[config.mk]
export PLATFORM = sky130hd
export DESIGN_NAME = intr_present_unit
export DESIGN_NICKNAME = d
export VERILOG_FILES = /design/src/rtl/ipc_pkg.sv /design/src/rtl/ipc_offer_judge.sv /design/src/rtl/ipc_ipi_judge.sv /design/src/rtl/intr_present_unit.sv
export SDC_FILE = /design/constraint.sdc
export NUM_CORES = 1
export LEC_CHECK = 0
export BUFFER_PORTS_ARGS = -buffer_cell sky130_fd_sc_hd__buf_2
export CAP_MARGIN = 15
export CORE_MARGIN = 2
export CORE_UTILIZATION = 56
export CTS_BUF_LIST = sky130_fd_sc_hd__clkbuf_8
export CTS_CLUSTER_DIAMETER = 150
export DETAILED_ROUTE_END_ITERATION = 8
export PLACE_DENSITY_LB_ADDON = 0.12
export SETUP_SLACK_MARGIN = 0.4
export SYNTH_ARGS = -nofsm -noshare
export SYNTH_HDL_FRONTEND = slang
export SYNTH_SLANG_ARGS = --single-unit
[constraint.sdc]
create_clock -name clk -period 4.45 [get_ports clk]
set_input_delay 0.445 -clock clk [delete_from_list [all_inputs] [get_ports clk]]
set_output_delay 0.445 -clock clk [all_outputs]
set_load 0.05 [all_outputs]
[src/rtl/ipc_pkg.sv]
package ipc_pkg;
  typedef enum logic [2:0] {
    OP_POLL   = 3'd0,
    OP_ACCEPT = 3'd1,
    OP_CPPR   = 3'd2,
    OP_MFRR   = 3'd3,
    OP_EOI    = 3'd4
  } ipc_op_e;
endpackage

[src/rtl/ipc_offer_judge.sv]
// Decides whether an incoming offer beats both the threshold and the held one.
module ipc_offer_judge #(
  parameter int PRIO_W = 8
) (
  input  logic [PRIO_W-1:0] cur_prio,
  input  logic              held_any,
  input  logic [PRIO_W-1:0] held_prio,
  input  logic [PRIO_W-1:0] offer_prio,
  output logic              take
);
  always_comb begin
    take = (offer_prio < cur_prio) && !(held_any && (held_prio <= offer_prio));
  end
endmodule

[src/rtl/ipc_ipi_judge.sv]
// Decides whether an IPI at the given priority may replace the held slot.
module ipc_ipi_judge #(
  parameter int PRIO_W = 8
) (
  input  logic              held_any,
  input  logic [PRIO_W-1:0] held_prio,
  input  logic [PRIO_W-1:0] ipi_prio,
  output logic              take
);
  always_comb begin
    take = !held_any || (held_prio > ipi_prio);
  end
endmodule

[src/rtl/intr_present_unit.sv]
module intr_present_unit #(
  parameter int SRC_W   = 24,
  parameter int PRIO_W  = 8,
  parameter int IPI_SRC = 2
) (
  input  logic                      clk,
  input  logic                      rst_n,
  input  logic                      cmd_valid,
  input  logic [2:0]                cmd_op,
  input  logic [PRIO_W+SRC_W-1:0]   cmd_data,
  input  logic                      ofr_valid,
  output logic                      ofr_ready,
  input  logic [SRC_W-1:0]          ofr_src,
  input  logic [PRIO_W-1:0]         ofr_prio,
  output logic                      irq_out,
  output logic                      rej_valid,
  output logic [SRC_W-1:0]          rej_src,
  output logic                      resend_req,
  output logic                      eoi_valid,
  output logic [SRC_W-1:0]          eoi_src,
  output logic                      rsp_valid,
  output logic [PRIO_W+SRC_W-1:0]   rsp_data,
  output logic [PRIO_W-1:0]         rsp_mfrr
);
  import ipc_pkg::*;

  localparam int WORD_W = PRIO_W + SRC_W;
  localparam logic [PRIO_W-1:0] PRIO_NONE = '1;
  localparam logic [SRC_W-1:0]  IPI_NUM   = SRC_W'(IPI_SRC);

  logic [PRIO_W-1:0] cppr_q, pprio_q, mfrr_q;
  logic [SRC_W-1:0]  xisr_q;
  logic [PRIO_W-1:0] cppr_n, pprio_n, mfrr_n;
  logic [SRC_W-1:0]  xisr_n;

  logic              irq_q, rej_q, resend_q, eoi_q, rsp_q;
  logic [SRC_W-1:0]  rej_src_q, eoi_src_q;
  logic [WORD_W-1:0] rsp_data_q;
  logic [PRIO_W-1:0] rsp_mfrr_q;
  logic              rej_n, resend_n, eoi_n, rsp_n;
  logic [SRC_W-1:0]  rej_src_n, eoi_src_n;
  logic [WORD_W-1:0] rsp_data_n;
  logic [PRIO_W-1:0] rsp_mfrr_n;

  logic              held_any, bounce, ofr_take, ipi_take, mfrr_cmd;
  logic [PRIO_W-1:0] op_prio, eoi_prio, ipi_level;
  ipc_op_e           op;

  assign op        = ipc_op_e'(cmd_op);
  assign held_any  = (xisr_q != '0);
  assign bounce    = held_any && (xisr_q != IPI_NUM);
  assign op_prio   = cmd_data[PRIO_W-1:0];
  assign eoi_prio  = cmd_data[WORD_W-1:SRC_W];
  assign mfrr_cmd  = cmd_valid && (op == OP_MFRR);
  assign ipi_level = mfrr_cmd ? op_prio : mfrr_q;
  assign ofr_ready = !cmd_valid;

  ipc_offer_judge #(.PRIO_W(PRIO_W)) u_offer (
    .cur_prio  (cppr_q),
    .held_any  (held_any),
    .held_prio (pprio_q),
    .offer_prio(ofr_prio),
    .take      (ofr_take)
  );

  ipc_ipi_judge #(.PRIO_W(PRIO_W)) u_ipi (
    .held_any (held_any),
    .held_prio(pprio_q),
    .ipi_prio (ipi_level),
    .take     (ipi_take)
  );

  always_comb begin
    cppr_n     = cppr_q;
    pprio_n    = pprio_q;
    mfrr_n     = mfrr_q;
    xisr_n     = xisr_q;
    rej_n      = 1'b0;
    rej_src_n  = rej_src_q;
    resend_n   = 1'b0;
    eoi_n      = 1'b0;
    eoi_src_n  = eoi_src_q;
    rsp_n      = 1'b0;
    rsp_data_n = rsp_data_q;
    rsp_mfrr_n = rsp_mfrr_q;
    if (cmd_valid) begin
      case (op)
        OP_POLL: begin
          rsp_n      = 1'b1;
          rsp_data_n = {cppr_q, xisr_q};
          rsp_mfrr_n = mfrr_q;
        end
        OP_ACCEPT: begin
          rsp_n      = 1'b1;
          rsp_data_n = {cppr_q, xisr_q};
          rsp_mfrr_n = mfrr_q;
          cppr_n     = pprio_q;
          xisr_n     = '0;
          pprio_n    = PRIO_NONE;
        end
        OP_CPPR: begin
          cppr_n = op_prio;
          if (op_prio < cppr_q) begin
            if (held_any && (op_prio <= pprio_q)) begin
              xisr_n    = '0;
              pprio_n   = PRIO_NONE;
              rej_n     = bounce;
              rej_src_n = bounce ? xisr_q : rej_src_q;
            end
          end else if (!held_any) begin
            resend_n = 1'b1;
            if (mfrr_q < op_prio) begin
              xisr_n  = IPI_NUM;
              pprio_n = mfrr_q;
            end
          end
        end
        OP_MFRR: begin
          mfrr_n = op_prio;
          if ((op_prio < cppr_q) && ipi_take) begin
            rej_n     = bounce;
            rej_src_n = bounce ? xisr_q : rej_src_q;
            xisr_n    = IPI_NUM;
            pprio_n   = op_prio;
          end
        end
        OP_EOI: begin
          cppr_n    = eoi_prio;
          eoi_n     = 1'b1;
          eoi_src_n = cmd_data[SRC_W-1:0];
          if (!held_any) begin
            resend_n = 1'b1;
            if (mfrr_q < eoi_prio) begin
              xisr_n  = IPI_NUM;
              pprio_n = mfrr_q;
            end
          end
        end
        default: ;
      endcase
    end else if (ofr_valid) begin
      if (ofr_take) begin
        rej_n     = bounce;
        rej_src_n = bounce ? xisr_q : rej_src_q;
        xisr_n    = ofr_src;
        pprio_n   = ofr_prio;
      end else begin
        rej_n     = 1'b1;
        rej_src_n = ofr_src;
      end
    end
  end

  always_ff @(posedge clk) begin
    if (!rst_n) begin
      cppr_q     <= '0;
      pprio_q    <= PRIO_NONE;
      mfrr_q     <= PRIO_NONE;
      xisr_q     <= '0;
      irq_q      <= 1'b0;
      rej_q      <= 1'b0;
      rej_src_q  <= '0;
      resend_q   <= 1'b0;
      eoi_q      <= 1'b0;
      eoi_src_q  <= '0;
      rsp_q      <= 1'b0;
      rsp_data_q <= '0;
      rsp_mfrr_q <= '0;
    end else begin
      cppr_q     <= cppr_n;
      pprio_q    <= pprio_n;
      mfrr_q     <= mfrr_n;
      xisr_q     <= xisr_n;
      irq_q      <= (xisr_n != '0);
      rej_q      <= rej_n;
      rej_src_q  <= rej_src_n;
      resend_q   <= resend_n;
      eoi_q      <= eoi_n;
      eoi_src_q  <= eoi_src_n;
      rsp_q      <= rsp_n;
      rsp_data_q <= rsp_data_n;
      rsp_mfrr_q <= rsp_mfrr_n;
    end
  end

  assign irq_out    = irq_q;
  assign rej_valid  = rej_q;
  assign rej_src    = rej_src_q;
  assign resend_req = resend_q;
  assign eoi_valid  = eoi_q;
  assign eoi_src    = eoi_src_q;
  assign rsp_valid  = rsp_q;
  assign rsp_data   = rsp_data_q;
  assign rsp_mfrr   = rsp_mfrr_q;
endmodule

==> results.toml, run 1 <==
[die]
rows = 41
io_pins = 165
dieArea_sq_um = 13600
die_h_microns = 117
die_w_microns = 117
start_util_pct = 56.8
core_sq_um = 12500

[routing]
vias = 6867
drt_pass1_iterations = 5
drt-total-wl_microns = 20800
drtAntennaViolNets = 0
drt-initial-drc-count = 689
via_per_inst = 5.80
wl_per_cell_microns = 17.5
drc = 0

[synth]
synth_area_leader_cell = "dfxtp_1"
ys.flop_type = "dfxtp_1"
netlist_area_sq_um = 7100
ys_seq_area_share_pct = 39.7
syn-num-nets = 980
yosysWarnings = 0
synth_edf_count = 0
yosys-top-cells-area = "dfxtp_1, ha_1, nand2_1"
synth_cell_type_count = 53
synth_top_area_share_pct = 39.7
ys_ff_latch = 141
syn_inst = 857
async_flop_share_pct = 0
synth.avg_cell_area_sq_um = 8.29

[sta]
max_freq_ghz = 0.294
post-route-min-period_ps = 3400
hold_violations = 0
slew_headroom_pct = 27.0
worst_pin_slew_ps = 1090
finalSetupViolCount = 0
fin_skew_ps = 12.8
final.setup.tns_ps = 0
setup_ws_ps = 1050
maxSlewViolCount = 0
rsz0062_at_grt = "no"
fin_crit_sh_pct = 76.4

[place]
dpl.hpwl_microns = 14700
place_ws_ps = 700
place_inst = 1152
dpl_cell_area_sq_um = 7990
finalWeightedCongestion = 1.02
io_buffers = 164

[clock_tree]
cts.htree.levels = 4
clock-sinks = 141
ctsRootBufferMaster = "clkbuf_8"
cts_hold_buf = 0
cts_setup_buffers = 0
post_cts_resized = 0
clk_latency_ps = 450
max-clock-path-buffers = 2
cts_tree = "done"
cts_made_buffers = 17
worst_setup_hold_path_clk_slew_ps = 70

[cells_and_area]
antenna_cells = 0
area_delta_synth_final_pct = 19.0
stdcell_count = 1184
final_area_sq_um = 8450
n_fill_cell = 1100
nNetsFinal = 1122
layout-drive-gt1-share_pct = 23.8

[pwr]
p_per_area_nw_per_um2 = 404
p_leak_nw = 3.64
ir_worst_vdd_mv = 0.336

[critical_path]
arrival_ps = 3690
crit_top_cell = "nor2_1"
cp_cell_sequence = "buf_2 -> inv_1 -> nor2_1 -> nand3_1 -> buf_4 -> a21oi_1 -> ha_1 -> nand4_1 -> nor2_1 -> a211oi_1 -> o31a_1 -> a2bb2oi_2 -> o221ai_2 -> buf_4 -> a22oi_1 -> nor2_1"
max_stage_delay_ps = 340
cp_num_buf_inv = 4
critPathMaxFanout = 23
path_class = "in2reg"
critPathLaunchType = "input port"
slowest_stage = "buf_4"
critPathTopFamily = "compound AO/OA/AOI/OAI gates"
cp-end-kind = "flop"
cp_data_required_time_ps = 4740

[global_routing]
track_usage_pct = 30.5
grt_pass1_vias = 6239
grt_overflow_total = 0
grt_max_degree = 77
antenna_found_initial = 0
grt_pass1_wl_microns = 32100

[hold_path]
hold_path_class = "in2reg"

[outcome]
status = "finished clean"

[flow_run]
maxCapViolations = 0
worst paths after layout:
kind	from	end	slack (ps)	depth (start not counted)
max	cmd_op[1]	xisr_q[10]$_SDFF_PN0_	1050	16
min	cmd_data[11]	eoi_src[11]$_SDFFE_PN0P_	240	3
max reg2reg	pprio_q[1]$_SDFFE_PN1P_	rej_src[10]$_SDFFE_PN0P_	1220	10
min reg2reg	rsp_data[30]$_SDFFE_PN0P_	rsp_data[30]$_SDFFE_PN0P_	450	2
Yosys cell counts, types with 2 or more instances:
library cell  instances
a21o_1                2
or2_2                 3
nor3_1                5
nand2_1             154
nor2_1               85
nand2b_1              5
buf_1                 2
nand4_1               8
a2bb2oi_2             2
a21oi_1             105
a211oi_2             22
a22oi_1              23
o21ai_1               2
and2_1                5
buf_2                 5
nor4_2                3
dfxtp_1             141
mux2i_1              24
a211o_1               2
inv_1                43
clkbuf_1             37
buf_6                 5
o31a_1                2
nor2b_1               5
nor4_1                7
ha_1                 52
a211oi_1             16
o21ai_0              30
o211ai_1              4
a221o_1               8
xnor2_1               2
o21a_1                2
o22ai_1              19
nand3_1               8
final cells by class:
cell class | instances | area (sq um) | area share (%)
multi-input cells | 623 | 3890 | 46.0
flip-flops and latches | 141 | 2820 | 33.4
repair buffers | 173 | 901 | 10.7
clock buffers | 19 | 262 | 3.09
well taps | 172 | 215 | 2.55
clock inverters | 13 | 198 | 2.34
inverters | 43 | 164 | 1.94
metal layers:
layer / track usage [%] / vias to the layer above / wire length (microns) / share of wire, %
li1: - / 3311 / - / -
met1: 40.9 / 3168 / 9000 / 43
met5: 0 / - / 0 / 0
met2: 47.9 / 342 / 9210 / 44
met4: 10.8 / 0 / 416 / 2.0
met3: 7.78 / 46 / 2150 / 10
worst register-to-register path, cell delays in order (launching register included):
cell and delay (ps):
dfxtp_1 500, ha_1 300, nor2b_1 130, o211ai_1 160, a211oi_1 100, o32ai_2 420, and2_1 660, o211a_2 300
buf_12 240, nor2_1 120, a211oi_2 200
cell usage in the layout (no fill, tap or decap), types with 3 or more instances in the layout:
| cell type | count |
|---|---|
| inv_1 | 45 |
| o211ai_1 | 4 |
| a22oi_1 | 23 |
| dfxtp_1 | 141 |
| buf_4 | 8 |
| nor2b_1 | 5 |
| or2_2 | 3 |
| nand3_1 | 8 |
| clkinvlp_4 | 3 |
| ha_1 | 52 |
| nor4_2 | 3 |
| nand2_1 | 154 |
| buf_2 | 164 |
| nand4_1 | 8 |
| clkbuf_8 | 19 |
| and2_1 | 5 |
| o22ai_1 | 19 |
| mux2i_1 | 24 |
| a21oi_1 | 105 |
| nor3_1 | 4 |
| nor4_1 | 7 |
| nand2b_1 | 5 |
| nor2_1 | 85 |
| o21ai_0 | 30 |
| a221o_1 | 8 |
| a211oi_2 | 22 |
| bufinv_16 | 5 |
| a211oi_1 | 16 |
state kept, by name, indices dropped and copies added (netlist names), 8 cells and up:
signal    cells
rsp_data     32
mfrr_q        8
rej_src      24
eoi_src      24
rsp_mfrr      8
xisr_q       24
cppr_q        8
pprio_q       8
cells by family (layout without fill, tap and decap cells):
group | after synthesis | count (layout) | share of synthesized area, %
and+or+nand+nor | 294 | 294 | 17.8
buffers and inverters | 93 | 248 | 5.58
DFF | 141 | 141 | 39.7
adders and majority gates | 52 | 52 | 9.16
xor gates and xnor gates | 2 | 2 | 0.247
muxes | 24 | 24 | 3.38
AOI/OAI and AO/OA | 251 | 251 | 24.1
metrics by stage:
step	power [mW]	util, %	hold slack, ps
finish	3.41	67.5	235
floorplan	2.04	-	445
CTS	3.42	67.5	216
global placement	2.24	63.9	439
global route	3.56	67.5	225
detailed placement	2.26	63.9	443
where the power goes:
part,internal (mW),switching [mW]
clock,0.691,0.481
combinational,0.279,0.555
sequential,1.33,0.0743
Power figures use the tool's default switching activity.
==> run 2, diff against run 1 <==
--- a/config.mk
+++ b/config.mk
@@ -5,10 +5,11 @@
 export SDC_FILE = /design/constraint.sdc
 export NUM_CORES = 1
 export LEC_CHECK = 0
+export ABC_AREA = 1
 export BUFFER_PORTS_ARGS = -buffer_cell sky130_fd_sc_hd__buf_2
 export CAP_MARGIN = 15
 export CORE_MARGIN = 2
-export CORE_UTILIZATION = 56
+export CORE_UTILIZATION = 57
 export CTS_BUF_LIST = sky130_fd_sc_hd__clkbuf_8
 export CTS_CLUSTER_DIAMETER = 150
 export DETAILED_ROUTE_END_ITERATION = 8
==> constraint.sdc (replaced) <==
create_clock -name clk -period 3.5 [get_ports clk]
set_input_delay 0.35 -clock clk [delete_from_list [all_inputs] [get_ports clk]]
set_output_delay 0.35 -clock clk [all_outputs]
set_load 0.05 [all_outputs]
==> run 2 against run 1 <==
  * Sequential power is 29% higher
  * Critical path depth is 6 higher
  * Sequential share of layout area is 1.3 points lower
  * Synthesized cell count is 22% higher
  * Routed wire length is 3.3% higher
  * Global-route usage is 0.46 points lower
  * First-iteration DRC count is 0.58% lower
  * Combinational power is 65% higher
  * Critical path type unchanged
  * Critical endpoint is now rej_src[3]$_SDFFE_PN0P_
==> results.toml, run 2 <==
[outcome]
status = "finished clean"

[cells_and_area]
area_delta_synth_final_pct = 17.6
layout-drive-gt1-share_pct = 20.4
n_fill_cell = 1175
mostFrequentLayoutCells = "nand2_1, buf_2, a21oi_1, dfxtp_1, inv_1"
antenna_cells = 0
fin_util_pct = 69.1
largest_reg_flops = 32
final_area_sq_um = 8790
layout_commonest_cell = "nand2_1"
nNetsFinal = 1313
multi_input_area_sq_um = 3990
final-seq-area_sq_um = 2820

[routing]
via_per_inst = 5.58
drc = 0
drt-total-wl_microns = 21500
vias = 7678
drt-initial-drc-count = 685
wl_per_cell_microns = 15.6
drt_pass1_iterations = 5
drtAntennaViolNets = 0

[clock_tree]
cts.htree.levels = 4
clk_latency_ps = 450
clock-sinks = 141
cts_setup_buffers = 0
worst_setup_hold_path_clk_slew_ps = 80
cts_tree = "done"
max-clock-path-buffers = 2
cts_made_buffers = 17
ctsRootBufferMaster = "clkbuf_8"

[pwr]
power.share.switching_pct = 38.8
seq_power_share_pct = 41.7
ir_worst_vdd_mv = 0.355
p_per_area_nw_per_um2 = 497
power.share.combinational_pct = 31.6
power.switching_mw = 1.69
p_int_mw = 2.67
p_clk_share_pct = 26.7
p_leak_nw = 4.28

[global_routing]
grt_overflow_total = 0
grt_pass1_vias = 6844
antenna_found_initial = 0
track_usage_pct = 30.0
grt_pass1_wl_microns = 34200
grt_max_degree = 75

[sta]
fin_skew_ps = 9.71
post-route-min-period_ps = 2830
final.setup.tns_ps = 0
rsz0062_at_grt = "no"
worst_pin_slew_ps = 830
max_freq_ghz = 0.354
fin_crit_sh_pct = 80.8
hold_violations = 0
setup_ws_ps = 671
maxSlewViolCount = 0
slew_headroom_pct = 44.7
finalSetupViolCount = 0

[die]
rows = 41
start_util_pct = 58.8
die_w_microns = 119
die_h_microns = 119
io_pins = 165
dieArea_sq_um = 14100
core_sq_um = 12700

[synth]
synth_edf_count = 0
synth.mux.area_fraction_pct = 0
synth_top_family_by_area = "compound AO/OA/AOI/OAI gates"
synth-xor-area-share_pct = 0
synth_area_leader_cell = "dfxtp_1"
syn-num-nets = 1169
syn_inst = 1046
synth_cell_type_count = 32
synthTopCellsByCount = "nand2_1, a21oi_1, dfxtp_1"
async_flop_share_pct = 0
ys_ff_latch = 141
ys.flop_type = "dfxtp_1"
synth-simple-area-share_pct = 19.9
synth_top_area_share_pct = 37.7
yosys-top-cells-area = "dfxtp_1, a21oi_1, nand2_1"
synth_compound_area_share_pct = 24.0
netlist_area_sq_um = 7480
yosysWarnings = 0
synth.avg_cell_area_sq_um = 7.15
yosysMostFrequentCell = "nand2_1"
ys_seq_area_share_pct = 37.7
post_synth_fa_ha_maj_area_fraction_pct = 8.70

[flow_run]
maxCapViolations = 0

[hold_path]
min-delay-start = "cmd_data[17]"
hold_path_class = "in2reg"

[critical_path]
cp_cell_sequence = "buf_2 -> nand2_1 -> nor2_4 -> inv_2 -> nor2_1 -> buf_4 -> inv_1 -> a22oi_1 -> ha_1 -> nand2_1 -> nor2_1 -> nand2_1 -> nand2_1 -> nand2_1 -> nand2_1 -> nand2_1 -> a221oi_2 -> nand2_1 -> inv_1 -> o21ai_2 -> o21ai_0 -> a21oi_1"
arrival_ps = 3150
reg2reg_from = "cppr_q[5]$_SDFFE_PN0P_"
path_class = "in2reg"
critPathMaxFanout = 14
max_stage_delay_ps = 440
critPathLaunchType = "input port"
slowest_stage = "o21ai_0"
crit_top_cell = "nand2_1"
cp-end-kind = "flop"
cp_data_required_time_ps = 3820
crit_start = "cmd_op[1]"

[place]
place_ws_ps = 174
finalWeightedCongestion = 0.979
io_buffers = 164
dpl_cell_area_sq_um = 8400
dpl.hpwl_microns = 15400
run 2: cells by family after synthesis:
group | Yosys count
AO/OA/AOI/OAI | 329
adder cells (fa/ha/maj) | 52
flip-flops | 141
buffers and inverters | 184
AND/OR/NAND/NOR | 340
run 2: worst paths after layout:
kind,to,slack [ps],cells after the start
worst min register to register,rej_src[9]$_SDFFE_PN0P_,440,2
worst max-delay path,rej_src[3]$_SDFFE_PN0P_,670,22
worst max register to register,irq_out$_SDFF_PN0_,740,15
worst min-delay path,eoi_src[17]$_SDFFE_PN0P_,160,3
run 2: cell type report:
| cell class | instances | area share, % |
|---|---|---|
| multi-input cells | 724 | 45.4 |
| clock buffers | 17 | 2.66 |
| clock inverters | 15 | 1.25 |
| well taps | 172 | 2.45 |
| flip-flops and latches | 141 | 32.1 |
| inverters | 131 | 5.59 |
| repair buffers | 175 | 10.6 |
run 2: power groups by stage:
stage / registers [mW] / clock network [mW] / logic (mW)
floorplan: 2.13 / 0 / 0.710
global placement: 1.85 / 0 / 1.32
global route: 1.83 / 1.25 / 1.52
detailed placement: 1.85 / 0 / 1.34
finish: 1.82 / 1.17 / 1.38
CTS: 1.82 / 1.18 / 1.34
run 2: layer usage:
metal / up-vias / GRT usage (%) / share of wire, %
met5: - / 0 / 0
met4: 0 / 8.85 / 2.1
met3: 43 / 7.63 / 8.6
met2: 347 / 43.0 / 41
met1: 3470 / 44.2 / 49
li1: 3818 / - / -
run 2: timing repair:
action                                  CTS  global route
hold buffers                              0             0
resized for setup                         0             4
endpoints found under the setup margin    0             9
run 2: metrics by stage:
stage / power [mW] / std cells / hold WS [ps]
floorplan: 2.84 / 1046 / 448
global placement: 3.17 / 1340 / 431
detailed placement: 3.19 / 1340 / 436
CTS: 4.34 / 1372 / 144
global route: 4.60 / 1375 / 156
finish: 4.37 / 1375 / 164
run 2: critical path, delay by kind of cell:
family | cells | cell delay (ps)
compound gates | 5 | 1070
fa+ha+maj | 1 | 180
buf+inv | 5 | 530
simple gates | 11 | 1020
==> run 3, diff against run 2 <==
--- a/config.mk
+++ b/config.mk
@@ -5,11 +5,11 @@
 export SDC_FILE = /design/constraint.sdc
 export NUM_CORES = 1
 export LEC_CHECK = 0
-export ABC_AREA = 1
+export ABC_AREA = 0
 export BUFFER_PORTS_ARGS = -buffer_cell sky130_fd_sc_hd__buf_2
 export CAP_MARGIN = 15
 export CORE_MARGIN = 2
-export CORE_UTILIZATION = 57
+export CORE_UTILIZATION = 56
 export CTS_BUF_LIST = sky130_fd_sc_hd__clkbuf_8
 export CTS_CLUSTER_DIAMETER = 150
 export DETAILED_ROUTE_END_ITERATION = 8
==> constraint.sdc (replaced) <==
create_clock -name clk -period 2.9 [get_ports clk]
set_input_delay 0.29 -clock clk [delete_from_list [all_inputs] [get_ports clk]]
set_output_delay 0.29 -clock clk [all_outputs]
set_load 0.05 [all_outputs]
==> run 3 against run 2 <==
  * Register-to-register slack worse by 500 ps
  * Sequential power rose by 19%
  * Core utilization rose by 7.8 points
  * First-iteration DRC count up 15%
  * Cell count fell by 8.9%
  * Clock power rose by 27%
  * Critical endpoint is now rej_src[1]$_SDFFE_PN0P_
  * Clock skew increased by 1.5 ps
  * Largest cell class unchanged
  * Routed wire length is 11% higher
  * Via count is 2.7% lower
  * Total power rose by 25%
  * Critical path type unchanged
  * Highest routed layer unchanged
  * Combinational power increased by 30%
  * Non-clock buffer count increased by 64
==> results.toml, run 3 (same netlist as run 1, synthesis figures left out) <==
[clock_tree]
cts_made_buffers = 17
max-clock-path-buffers = 2
cts.htree.levels = 4
clock-sinks = 141
cts_tree = "done"
clk_latency_ps = 470
worst_setup_hold_path_clk_slew_ps = 80
ctsRootBufferMaster = "clkbuf_8"
cts_hold_buf = 0

[pwr]
power.share.switching_pct = 36.4
p_clk_share_pct = 27.4
p_per_area_nw_per_um2 = 566
p_leak_nw = 4.09
seq_power_share_pct = 39.6
ir_worst_vdd_mv = 0.455
p_total_mw = 5.45
power.share.combinational_pct = 33.0
power.switching_mw = 1.98
p_int_mw = 3.46

[die]
core_sq_um = 12500
io_pins = 165
dieArea_sq_um = 13600
rows = 41
die_w_microns = 117
start_util_pct = 56.8
die_h_microns = 117

[routing]
drc = 0
drt-initial-drc-count = 785
drt_pass1_iterations = 7
wl_per_cell_microns = 19.0
vias = 7469
drtAntennaViolNets = 0
via_per_inst = 5.97
drt-total-wl_microns = 23800

[critical_path]
crit_top_cell = "a211oi_2"
path_class = "in2reg"
cp_data_required_time_ps = 3290
arrival_ps = 3060
max_stage_delay_ps = 280
slowest_stage = "a211oi_2"
critPathLaunchType = "input port"
cp-end-kind = "flop"
critPathMaxFanout = 8
cp_cell_sequence = "buf_2 -> nor2_4 -> buf_12 -> nand3_4 -> nand2_2 -> o21ai_0 -> ha_1 -> nor2b_1 -> o211ai_1 -> a211oi_2 -> o31a_1 -> a2bb2oi_2 -> o211a_4 -> buf_6 -> buf_8 -> nor2_1 -> a211oi_2"

[sta]
finalSetupViolCount = 0
post-route-min-period_ps = 2670
worst_hold_slack_ps = 50.5
worst_pin_slew_ps = 1130
fin_skew_ps = 11.2
max_freq_ghz = 0.374
slew_headroom_pct = 24.3
final.setup.tns_ps = 0
maxSlewViolCount = 0
hold_violations = 0
fin_crit_sh_pct = 92.1
rsz0062_at_grt = "yes"

[cells_and_area]
layout-drive-gt1-share_pct = 36.4
area_delta_synth_final_pct = 35.5
stdcell_count = 1252
layout_commonest_cell = "buf_2"
n_fill_cell = 928
mostFrequentLayoutCells = "buf_2, nand2_1, dfxtp_1, a21oi_1, nor2_1"
final-seq-area_sq_um = 2860
multi_input_area_sq_um = 4370
antenna_cells = 0
largest_reg_flops = 32
nNetsFinal = 1190

[flow_run]
maxCapViolations = 0

[outcome]
status = "finished clean"

[global_routing]
grt_pass1_wl_microns = 34800
grt_max_degree = 46
grt_overflow_total = 0
track_usage_pct = 33.2
grt_pass1_vias = 6663
antenna_found_initial = 0

[place]
dpl.hpwl_microns = 15000
place_inst = 1178
finalWeightedCongestion = 0.981
io_buffers = 164

[hold_path]
hold_path_class = "in2reg"
-- run 3: cell count changes in the layout (fill, tap and decap cells not counted), moves of 10 or more --
cell | before | now
a21oi_1 | 147 | 88
a22oi_2 | 0 | 12
mux2i_1 | 0 | 24
a211oi_2 | 0 | 26
dfxtp_1 | 141 | 125
inv_1 | 121 | 42
nand2_1 | 190 | 153
inv_2 | 11 | 1
buf_6 | 0 | 10
buf_4 | 9 | 49
a21oi_2 | 3 | 15
o211ai_1 | 17 | 4
o21ai_0 | 109 | 19
nand3_1 | 55 | 6
-- run 3: repair_timing --
item                       4_1_cts  5_1_grt
pin swaps                       29       27
setup endpoints to repair       57       58
gates resized for setup         70       30
gates cloned                     5        3
buffers inserted                26        8
-- run 3: critical path, delay by kind of cell --
family                   cells  cell delay [ps]
buffers and inverters        4              570
AND/OR/NAND/NOR              5              660
AO/OA/AOI/OAI                7             1320
adder cells (fa/ha/maj)      1              210
-- run 3: metal layers --
| metal | routed length, microns | track usage [%] | vias up | part of all wire, % |
|---|---|---|---|---|
| met5 | 0 | 0 | - | 0 |
| met1 | 9340 | 43.1 | 3473 | 39 |
| met4 | 1150 | 15.3 | 0 | 4.8 |
| li1 | - | - | 3480 | - |
| met2 | 11200 | 53.5 | 418 | 47 |
| met3 | 2060 | 6.59 | 98 | 8.7 |
-- run 3: final cells by class --
class | instances | share of cell area [%]
multi-input cells | 625 | 45.4
clock inverters | 15 | 1.29
repair buffers | 239 | 17.2
well taps | 172 | 2.24
flip-flops and latches | 141 | 29.7
inverters | 43 | 1.73
clock buffers | 17 | 2.43
-- run 3: path summary, 6_finish.rpt --
| check | cells past startpoint | to | slack [ps] | start |
|---|---|---|---|---|
| max | 17 | rej_src[1]$_SDFFE_PN0P_ | 230 | cmd_op[2] |
| min | 3 | eoi_src[23]$_SDFFE_PN0P_ | 50 | cmd_data[23] |
| max reg2reg | 13 | rej_src[1]$_SDFFE_PN0P_ | 240 | mfrr_q[0]$_SDFFE_PN1P_ |
| min reg2reg | 2 | eoi_src[23]$_SDFFE_PN0P_ | 450 | eoi_src[23]$_SDFFE_PN0P_ |
-- run 3: power groups by stage --
stage | combinational (mW) | clock, mW | sequential [mW]
after floorplan | 0.787 | 0 | 2.41
after global placement | 1.37 | 0 | 2.19
after detailed placement | 1.39 | 0 | 2.19
after CTS | 1.63 | 1.49 | 2.15
after global routing | 1.91 | 1.59 | 2.17
final | 1.80 | 1.49 | 2.16
-- run 3: through the flow --
stage | worst slack, ps | cell area (sq um) | utilization, %
finish | 229 | 9620 | 76.9
detailed placement | -137 | 8390 | 67.0
floorplan | 99.2 | 7310 | -
global placement | -10.8 | 8390 | 67.0
CTS | 380 | 9350 | 74.7
global route | 124 | 9620 | 76.9
